$ cat config.mk
export PLATFORM = sky130hd
export DESIGN_NAME = v86_emu_seq
export DESIGN_NICKNAME = d
export VERILOG_FILES = /design/src/rtl/v86_emu_pkg.sv /design/src/rtl/v86_emu_agen.sv /design/src/rtl/v86_emu_flagfix.sv /design/src/rtl/v86_emu_seq.sv
export SDC_FILE = /design/constraint.sdc
export NUM_CORES = 1
export LEC_CHECK = 0
export BUFFER_PORTS_ARGS = -buffer_cell sky130_fd_sc_hd__buf_2
export CAP_MARGIN = 20
export CORE_MARGIN = 8
export CORE_UTILIZATION = 46
export DETAILED_ROUTE_END_ITERATION = 10
export PLACE_DENSITY = 0.75
export SYNTH_ARGS = -nofsm -noshare
export SYNTH_HDL_FRONTEND = slang
export SYNTH_SLANG_ARGS = --single-unit
$ cat constraint.sdc
create_clock -name clk_i -period 8.85 [get_ports clk_i]
set_input_delay 0.885 -clock clk_i [delete_from_list [all_inputs] [get_ports clk_i]]
set_output_delay 0.885 -clock clk_i [all_outputs]
set_load 0.005 [all_outputs]
$ cat src/rtl/v86_emu_pkg.sv
package v86_emu_pkg;
  typedef enum logic [2:0] {
    OP_CLI   = 3'd0,
    OP_STI   = 3'd1,
    OP_PUSHF = 3'd2,
    OP_POPF  = 3'd3,
    OP_INT   = 3'd4,
    OP_IRET  = 3'd5,
    OP_HLT   = 3'd6,
    OP_NONE  = 3'd7
  } op_e;

  typedef enum logic [1:0] {ST_IDLE, ST_RUN, ST_FIN} st_e;

  typedef enum logic [2:0] {
    FX_HOLD, FX_CLR_IF, FX_SET_IF, FX_LOAD_LO, FX_LOAD_USER, FX_ENTER_INT
  } fx_e;

  localparam int unsigned IF_BIT  = 9;
  localparam int unsigned TF_BIT  = 8;
  localparam int unsigned IOPL_LO = 12;
  localparam int unsigned IOPL_HI = 13;
endpackage

$ cat src/rtl/v86_emu_agen.sv
module v86_emu_agen #(
  parameter int unsigned AW = 20,
  parameter int unsigned DW = 16,
  parameter int unsigned VW = 8
) (
  input  logic [DW-1:0] seg_i,
  input  logic [DW-1:0] off_i,
  input  logic [VW-1:0] vec_i,
  input  logic          vsel_i,
  input  logic          vhi_i,
  output logic [AW-1:0] addr_o
);
  logic [AW-1:0] stk_addr, vec_addr;

  // paragraph-scaled segment plus offset, carry past AW dropped
  assign stk_addr = AW'({seg_i, 4'b0000}) + AW'(off_i);
  assign vec_addr = AW'({vec_i, 2'b00}) + AW'({vhi_i, 1'b0});
  assign addr_o   = vsel_i ? vec_addr : stk_addr;
endmodule

$ cat src/rtl/v86_emu_flagfix.sv
module v86_emu_flagfix
  import v86_emu_pkg::*;
#(
  parameter int unsigned FW = 32,
  parameter int unsigned DW = 16
) (
  input  fx_e           mode_i,
  input  logic [FW-1:0] flags_i,
  input  logic [DW-1:0] word_i,
  output logic [FW-1:0] flags_o
);
  always_comb begin
    flags_o = flags_i;
    unique case (mode_i)
      FX_CLR_IF:    flags_o[IF_BIT] = 1'b0;
      FX_SET_IF:    flags_o[IF_BIT] = 1'b1;
      FX_LOAD_LO:   flags_o[DW-1:0] = word_i;
      FX_LOAD_USER: begin
        flags_o[DW-1:0]          = word_i;
        flags_o[IOPL_HI:IOPL_LO] = flags_i[IOPL_HI:IOPL_LO];
      end
      FX_ENTER_INT: begin
        flags_o[IF_BIT] = 1'b0;
        flags_o[TF_BIT] = 1'b0;
      end
      default: ;
    endcase
  end
endmodule

$ cat src/rtl/v86_emu_seq.sv
module v86_emu_seq
  import v86_emu_pkg::*;
#(
  parameter int unsigned AW = 20,
  parameter int unsigned DW = 16,
  parameter int unsigned FW = 32,
  parameter int unsigned VW = 8
) (
  input  logic          clk_i,
  input  logic          rst_ni,
  input  logic          start_i,
  input  logic [2:0]    op_i,
  input  logic [VW-1:0] vec_i,
  input  logic [DW-1:0] ss_i,
  input  logic [DW-1:0] sp_i,
  input  logic [FW-1:0] flags_i,
  input  logic [DW-1:0] cs_i,
  input  logic [DW-1:0] ip_i,
  output logic          busy_o,
  output logic          done_o,
  output logic          term_o,
  output logic [DW-1:0] sp_o,
  output logic [FW-1:0] flags_o,
  output logic [DW-1:0] cs_o,
  output logic [DW-1:0] ip_o,
  output logic          mem_req_o,
  output logic          mem_we_o,
  output logic [AW-1:0] mem_addr_o,
  output logic [DW-1:0] mem_wdata_o,
  input  logic [DW-1:0] mem_rdata_i,
  input  logic          mem_ack_i
);
  localparam int unsigned STEP_W = 3;
  localparam logic [DW-1:0] ONE = DW'(1);
  localparam logic [DW-1:0] TWO = DW'(2);

  st_e              st_q;
  op_e              op_q;
  logic [VW-1:0]    vec_q;
  logic [STEP_W-1:0] step_q;
  logic [DW-1:0]    ss_q, sp_q, cs_q, ip_q;
  logic [FW-1:0]    flags_q, flags_nxt;

  logic acc_rd, acc_wr, off_dec, vsel, vhi, last, fire;
  logic [DW-1:0] wdata, off;
  fx_e  fx;

  // per-class micro-step decode
  always_comb begin
    acc_rd  = 1'b0;
    acc_wr  = 1'b0;
    off_dec = 1'b0;
    vsel    = 1'b0;
    vhi     = 1'b0;
    wdata   = '0;
    fx      = FX_HOLD;
    last    = 1'b0;
    unique case (op_q)
      OP_CLI: begin fx = FX_CLR_IF; last = 1'b1; end
      OP_STI: begin fx = FX_SET_IF; last = 1'b1; end
      OP_PUSHF: begin
        if (step_q != STEP_W'(0)) begin
          acc_wr = 1'b1;
          wdata  = flags_q[DW-1:0];
          last   = 1'b1;
        end
      end
      OP_POPF: begin
        if (step_q == STEP_W'(0)) begin
          acc_rd = 1'b1;
          fx     = FX_LOAD_LO;
        end else begin
          last = 1'b1;
        end
      end
      OP_INT: begin
        unique case (step_q)
          STEP_W'(1): begin acc_wr = 1'b1; off_dec = 1'b1; wdata = flags_q[DW-1:0]; end
          STEP_W'(2): begin acc_wr = 1'b1; off_dec = 1'b1; wdata = cs_q; end
          STEP_W'(3): begin acc_wr = 1'b1; off_dec = 1'b1; wdata = ip_q; end
          STEP_W'(4): begin acc_rd = 1'b1; vsel = 1'b1; end
          STEP_W'(5): begin acc_rd = 1'b1; vsel = 1'b1; vhi = 1'b1; end
          STEP_W'(6): begin fx = FX_ENTER_INT; last = 1'b1; end
          default: ;
        endcase
      end
      OP_IRET: begin
        acc_rd = 1'b1;
        if (step_q == STEP_W'(2)) begin
          fx   = FX_LOAD_USER;
          last = 1'b1;
        end
      end
      default: last = 1'b1;
    endcase
  end

  assign off  = off_dec ? sp_q - TWO : sp_q;
  assign fire = (st_q == ST_RUN) && (!(acc_rd || acc_wr) || mem_ack_i);

  v86_emu_agen #(.AW(AW), .DW(DW), .VW(VW)) u_agen (
    .seg_i  (ss_q),
    .off_i  (off),
    .vec_i  (vec_q),
    .vsel_i (vsel),
    .vhi_i  (vhi),
    .addr_o (mem_addr_o)
  );

  v86_emu_flagfix #(.FW(FW), .DW(DW)) u_flagfix (
    .mode_i  (fx),
    .flags_i (flags_q),
    .word_i  (mem_rdata_i),
    .flags_o (flags_nxt)
  );

  always_ff @(posedge clk_i or negedge rst_ni) begin
    if (!rst_ni) begin
      st_q    <= ST_IDLE;
      op_q    <= OP_NONE;
      vec_q   <= '0;
      step_q  <= '0;
      ss_q    <= '0;
      sp_q    <= '0;
      cs_q    <= '0;
      ip_q    <= '0;
      flags_q <= '0;
    end else begin
      unique case (st_q)
        ST_IDLE: begin
          if (start_i) begin
            st_q    <= ST_RUN;
            op_q    <= op_e'(op_i);
            vec_q   <= vec_i;
            step_q  <= '0;
            ss_q    <= ss_i;
            sp_q    <= sp_i;
            cs_q    <= cs_i;
            ip_q    <= ip_i;
            flags_q <= flags_i;
          end
        end
        ST_RUN: begin
          if (fire) begin
            if (fx != FX_HOLD) flags_q <= flags_nxt;
            unique case (op_q)
              OP_CLI, OP_STI: ip_q <= ip_q + ONE;
              OP_PUSHF: begin
                if (step_q == STEP_W'(0)) sp_q <= sp_q - TWO;
                else                      ip_q <= ip_q + ONE;
              end
              OP_POPF: begin
                if (step_q != STEP_W'(0)) begin
                  sp_q <= sp_q + TWO;
                  ip_q <= ip_q + ONE;
                end
              end
              OP_INT: begin
                unique case (step_q)
                  STEP_W'(0): ip_q <= ip_q + TWO;
                  STEP_W'(1), STEP_W'(2), STEP_W'(3): sp_q <= sp_q - TWO;
                  STEP_W'(4): ip_q <= mem_rdata_i;
                  STEP_W'(5): cs_q <= mem_rdata_i;
                  default: ;
                endcase
              end
              OP_IRET: begin
                sp_q <= sp_q + TWO;
                if (step_q == STEP_W'(0)) ip_q <= mem_rdata_i;
                if (step_q == STEP_W'(1)) cs_q <= mem_rdata_i;
              end
              default: ;
            endcase
            step_q <= step_q + 1'b1;
            if (last) st_q <= ST_FIN;
          end
        end
        ST_FIN:  st_q <= ST_IDLE;
        default: st_q <= ST_IDLE;
      endcase
    end
  end

  assign busy_o      = (st_q != ST_IDLE);
  assign done_o      = (st_q == ST_FIN);
  assign term_o      = done_o && (op_q == OP_HLT);
  assign mem_req_o   = (st_q == ST_RUN) && (acc_rd || acc_wr);
  assign mem_we_o    = (st_q == ST_RUN) && acc_wr;
  assign mem_wdata_o = wdata;
  assign sp_o        = sp_q;
  assign flags_o     = flags_q;
  assign cs_o        = cs_q;
  assign ip_o        = ip_q;
endmodule

# Word-level counts from Yosys, hierarchy flattened
# Cells that the tools add are included.
[word_totals] inputBits=127 out_inout_bits=121 elab_cells=152 reg_bits=112
[classes] eq_ne=40 bitwise=1 addsub=7 muxes=59 n_reduce_logical=31
[ops] op="16-bit two-way mux" n=18
[ops] op="16-bit case mux with 2 select lines" n=6
[ops] op="16-bit case mux with 5 select lines" n=1
[ops] op="16-bit case mux with 4 select lines" n=1
[ops] op="32-bit case mux with 2 select lines" n=1
[ops] op="16-bit case mux with 3 select lines" n=1
[ops] op="16-bit by 2-bit adder with 16-bit output (second input constant)" n=2
[ops] op="32-bit two-way mux" n=1
[ops] op="3-bit == test (second input constant)" n=8
[ops] op="20-bit by 16-bit adder with 20-bit output" n=1
[ops] op="20-bit two-way mux" n=1
[ops] op="5-bit AND reduction" n=4
[ops] op="3-bit by 2-bit == test with 1-bit output (second input constant)" n=6
[ops] op="3-bit != test (second input constant)" n=6
[ops] op="16-bit by 1-bit adder with 16-bit output (second input constant)" n=1
[ops] op="16-bit by 2-bit subtractor with 16-bit output (second input constant)" n=1
[ops] op="3-bit case mux with 5 select lines" n=1
[ops] op="3-bit two-way mux" n=4
[ops] op="6-bit case mux with 2 select lines" n=1
[ops] op="6-bit AND reduction" n=2
[ops] op="10-bit by 2-bit adder with 11-bit output" n=1
[ops] op="1-bit two-way mux" n=11
[ops] op="2-bit != test (second input constant)" n=5
[ops] op="3-bit by 1-bit == test with 1-bit output (second input constant)" n=3
[ops] op="other kinds (31)" n=51

# Longest topological paths before layout
[logic_depth] depth_word=10 ltp_mapped=15 mapped_depth_nobuf=15

# Modules after synthesis
# From an unflattened synthesis, not the netlist that was laid out.
[unflattened] cells_unflattened=1052 area_unflattened_um2=8415.6
[by_module_without_submodules] module="v86_emu_seq" n_inst=1 area_each_um2=6907.9 seq_area_each_um2=2806.4 cells_each=845
[by_module_without_submodules] module="v86_emu_agen" n_inst=1 area_each_um2=858.3 seq_area_each_um2=0.0 cells_each=115
[by_module_without_submodules] module="v86_emu_flagfix" n_inst=1 area_each_um2=649.4 seq_area_each_um2=0.0 cells_each=92

# Least setup slack after synthesis
# Ideal clock, no wire load.
[synth_timing] kind="reg2out" startpoint="register op_q[2]" endpoint="output mem_addr_o[18]" stages_incl_launch_ff=14 path_buffers=1 arrival_time_ns=3.463 setup_slack_ns=4.502 required_time_ns=7.965 cell_sequence="dfstp_2 > clkbuf_1 > or3b_2 > nor2_1 > nand2_1 > xnor2_1 > ha_1 > fa_1 > a21o_1 > a31o_2 > a21oi_1 > o31ai_1 > and3_1 > o21ai_0"
[synth_between] elab_chain_cells=5 elab_cells_between_ends=6 classes_between="add/sub (1); eq/ne (1); mux (4)"
[synth_lines] item="start, declared" line_no="v86_emu_seq.sv:38" rtl="op_e op_q;"
[synth_lines] item="start signal, assigned" line_no="v86_emu_seq.sv:133" rtl="op_q <= op_e'(op_i);"
[synth_lines] item="3-bit == test (*)" line_no="v86_emu_seq.sv:58" rtl="unique case (op_q)"
[synth_lines] item="1-bit two-way mux" line_no="v86_emu_seq.sv:58"
[synth_lines] item="16-bit two-way mux" line_no="v86_emu_seq.sv:98" rtl="assign off = off_dec ? sp_q - TWO : sp_q;"
[synth_lines] item="20-bit by 16-bit adder with 20-bit output" line_no="v86_emu_agen.sv:16" rtl="assign stk_addr = AW'({seg_i, 4'b0000}) + AW'(off_i);"
[synth_lines] item="20-bit two-way mux (*)" line_no="v86_emu_agen.sv:18" rtl="assign addr_o = vsel_i ? vec_addr : stk_addr;"
[synth_lines] item="end, declared" line_no="v86_emu_seq.sv:28" rtl="output logic [AW-1:0] mem_addr_o,"
# Every way passes the cells marked *; elsewhere a longest branch is shown, timed or not.

# Final worst setup path
[layout_timing] startpoint="register step_q[2]" endpoint="output mem_addr_o[18]"
[layout_between] elab_chain_cells=7 elab_cells_between_ends=14 classes_between="add/sub (1); eq/ne (5); mux (6); reduce/logical (2)"
[layout_lines] item="start, declared" line_no="v86_emu_seq.sv:40" rtl="logic [STEP_W-1:0] step_q;"
[layout_lines] item="start signal, assigned" line_no="v86_emu_seq.sv:174" rtl="step_q <= step_q + 1'b1;"
[layout_lines] item="3-bit by 2-bit == test with 1-bit output or 3-bit by 1-bit == test with 1-bit output (tied branches)" line_no="v86_emu_seq.sv:77" rtl="unique case (step_q)"
[layout_lines] item="3-bit OR reduction (no source line)"
[layout_lines] item="1-bit two-way mux" line_no="v86_emu_seq.sv:77"
[layout_lines] item="1-bit two-way mux" line_no="v86_emu_seq.sv:58"
[layout_lines] item="16-bit two-way mux" line_no="v86_emu_seq.sv:98"
[layout_lines] item="20-bit by 16-bit adder with 20-bit output" line_no="v86_emu_agen.sv:16"
[layout_lines] item="20-bit two-way mux (*)" line_no="v86_emu_agen.sv:18"
# Marks and branches as above.

==> metrics <==
status=completed; total nets after synthesis=1151; total power=3.89 mW; Mapped Cells=1001; Post-CTS Setup Bufs=0; reg-to-reg setup timing slack=5300 ps; Antenna Nets Post-Route=0; Pwr Density=413 mW/mm2; antenna cells=0; vias in the first global route=7884; Syn. warnings=0; VDD IR max=185 uV; final hold vios=0; drt wl/cell=19.1 um; clk_lat worst skew=360 ps; post-layout min period=5560 ps; CTS clk-pin slew, worst paths=80 ps; CP Launch Type=flop; maximum clock rate=180 MHz; DPL Wire Length=20400 um; Comb power frac=58.4%; final net count=1348; Clock Power Share=12.1%; register area share after synthesis=35.9%; Arr. time, crit path=4680 ps; Final Non-Filler Cells=1423; Hold WS=470 ps; Yosys reg bits=112; die area=0.0214 mm2; number of max-cap violations=0; Die X=146 um; hold crit path type=reg -> reg; Synth top area share=34.9%; Syn Area/Cell=7.80 um2; Reg-to-Reg End=cs_o[0]; via count=8242; core box area=0.0166 mm2; max-slew violation count=0; most frequent cells in the layout=nand2_1, buf_2, dfrtp_1; Rows=47; RSZ-0062 raised after global routing=no; Initial DRC Count=684; Top Ports=248; Total Wirelength=27100 um; drt via density=5.79; initial core utilization=47.1%; switch share=48.0%; Post-CTS Resized=0; TritonCTS Sinks=112; DRC violations left=0; chip height=146 um; first-pass GRT wire length=42700 um; cts hold-fix bufs=0; leading register cell type out of synthesis=dfrtp_1; commonest non-fill, non-tap cell in the layout=nand2_1; CTS tree=built; switching power=1.87 mW; Yosys top cell by area=dfrtp_1; Lkg Pwr=4.50 nW; share of cells above drive strength 1=26.9%; Fin Clk Skew=8.20 ps; Slew headroom=31.9%; Inserted Clock Buffers=9; Bufs on Longest Clock Path=2; Layout area overhead=20.8%; sequential share of power=29.6%; share of flip-flops with an asynchronous set or reset=100%; global placer's final weighted congestion=0.945; synthesized area=0.00781 mm2; CTS root buf=clkbuf_16; CP startpoint=step_q[2]; leading post-synthesis cells by cell area=dfrtp_1, nand2_1, o21ai_0; Setup crit end=mem_addr_o[18]; count of different cell masters after synthesis=81; Post-synth EDFFs=0; final count of negative-setup-slack endpoints=0; initial antenna violation count=1; total track usage=24.4%; Max Fanout on Critical Path=20; placed instance count=1405; worst path required time=7970 ps; crit share post-route=62.8%; reg-to-reg startpoint=step_q[2]; Crit Path Category=reg -> out; R2R cell count=8; I/O Buffers=247; worst slew pin tran=1020 ps; Crit. End Element=output pin; internal power=2.03 mW; largest net degree at the start of global routing=61; Sum Neg Setup Slack=0 ps; Pre-antenna DRT Iters=5; total grt overflow=0; htree depth=3
## Yosys cell counts, drive strengths merged (10+ instances only)
master,instances
ha,22
a21oi,43
dfrtp,109
buf,23
nand2b,11
a22oi,17
nand4,11
a31oi,22
nor2,72
o21ai,68
mux2,17
nor3,14
a22o,10
o22a,10
nand2,277
xor2,15
clkbuf,51
o31ai,11
nand3,29
a21o,10
xnor2,15
## per-stage QoR
stage,worst slack (ps),instance area [um2],utilization (%)
6_report,3290,9430,56.9
5_1_grt,2980,9430,56.9
2_1_floorplan,4500,7810,-
3_3_place_gp,3880,9070,54.7
3_5_place_dp,3740,9080,54.8
4_1_cts,3340,9420,56.8
## routing by layer
layer  routed length [um]  vias up  part of all wire [%]  GRT usage [%]
met3                 2630       54                   9.7           5.87
met5                    8        -                 0.029              0
li1                     -     3915                     -              -
met1                11100     3845                    41           31.8
met4                  698        2                   2.6           8.66
met2                12700      426                    47           38.7
## power by group through the flow
stage | Sequential, mW | Clock, mW | Combinational (mW)
2_1_floorplan | 0.979 | 0 | 1.63
3_3_place_gp | 1.14 | 0 | 2.22
3_5_place_dp | 1.15 | 0 | 2.27
4_1_cts | 1.14 | 0.476 | 2.28
5_1_grt | 1.19 | 0.498 | 2.52
6_report | 1.15 | 0.469 | 2.27
## layout make-up
cell class              instances  area, um2
repair buffers                260       1340
multi-input cells             806       4650
flip-flops and latches        112       2810
clock inverters                 7        109
clock buffers                   9        225
inverters                       9       33.8
well taps                     220        275
fillers                      1590       7150
## flip-flops by register name, indices dropped and copies added, names as in the netlist
signal and cells:
ip_o 16, st_q 2, flags_o 32, step_q 3, vec_q 8, op_q 3
cs_o 16, ss_q 16, sp_o 16
## worst min path at each step
| stage | cells after the start | start | slack, ps | end |
|---|---|---|---|---|
| finish | 2 | flags_o[24] | 470 | flags_o[24] |
| CTS | 2 | flags_o[30] | 480 | flags_o[30] |
| global placement | 2 | flags_o[23] | 450 | flags_o[23] |
| detailed placement | 2 | flags_o[30] | 460 | flags_o[30] |
| floorplan | 2 | vec_q[0] | 450 | vec_q[0] |
| global route | 2 | flags_o[22] | 500 | flags_o[22] |
## worst max-delay path, cell delays in order (launching register included)
cell and delay, ps:
dfrtp_1 560, inv_1 250, ha_1 700, nor2_1 110, nor2_1 440, nand2_1 130, xnor2_1 150, ha_1 220
fa_1 410, a21o_1 200, a31o_2 260, a21oi_1 180, o31ai_1 140, and3_1 210, o21ai_0 200, buf_2 150
## kinds of logic (layout without fill, tap and decap cells)
| logic type | count (synthesis) | after routing | share of synthesized area [%] |
|---|---|---|---|
| multiplexers | 22 | 22 | 3.09 |
| buffers and inverters | 83 | 285 | 4.98 |
| flip-flops | 112 | 112 | 35.9 |
| XOR/XNOR | 30 | 30 | 3.36 |
| AND/OR/NAND/NOR | 470 | 470 | 26.5 |
| adder cells (fa/ha/maj) | 23 | 23 | 3.78 |
| AO/OA/AOI/OAI | 261 | 261 | 22.4 |
(Power assumes the default switching activity.)
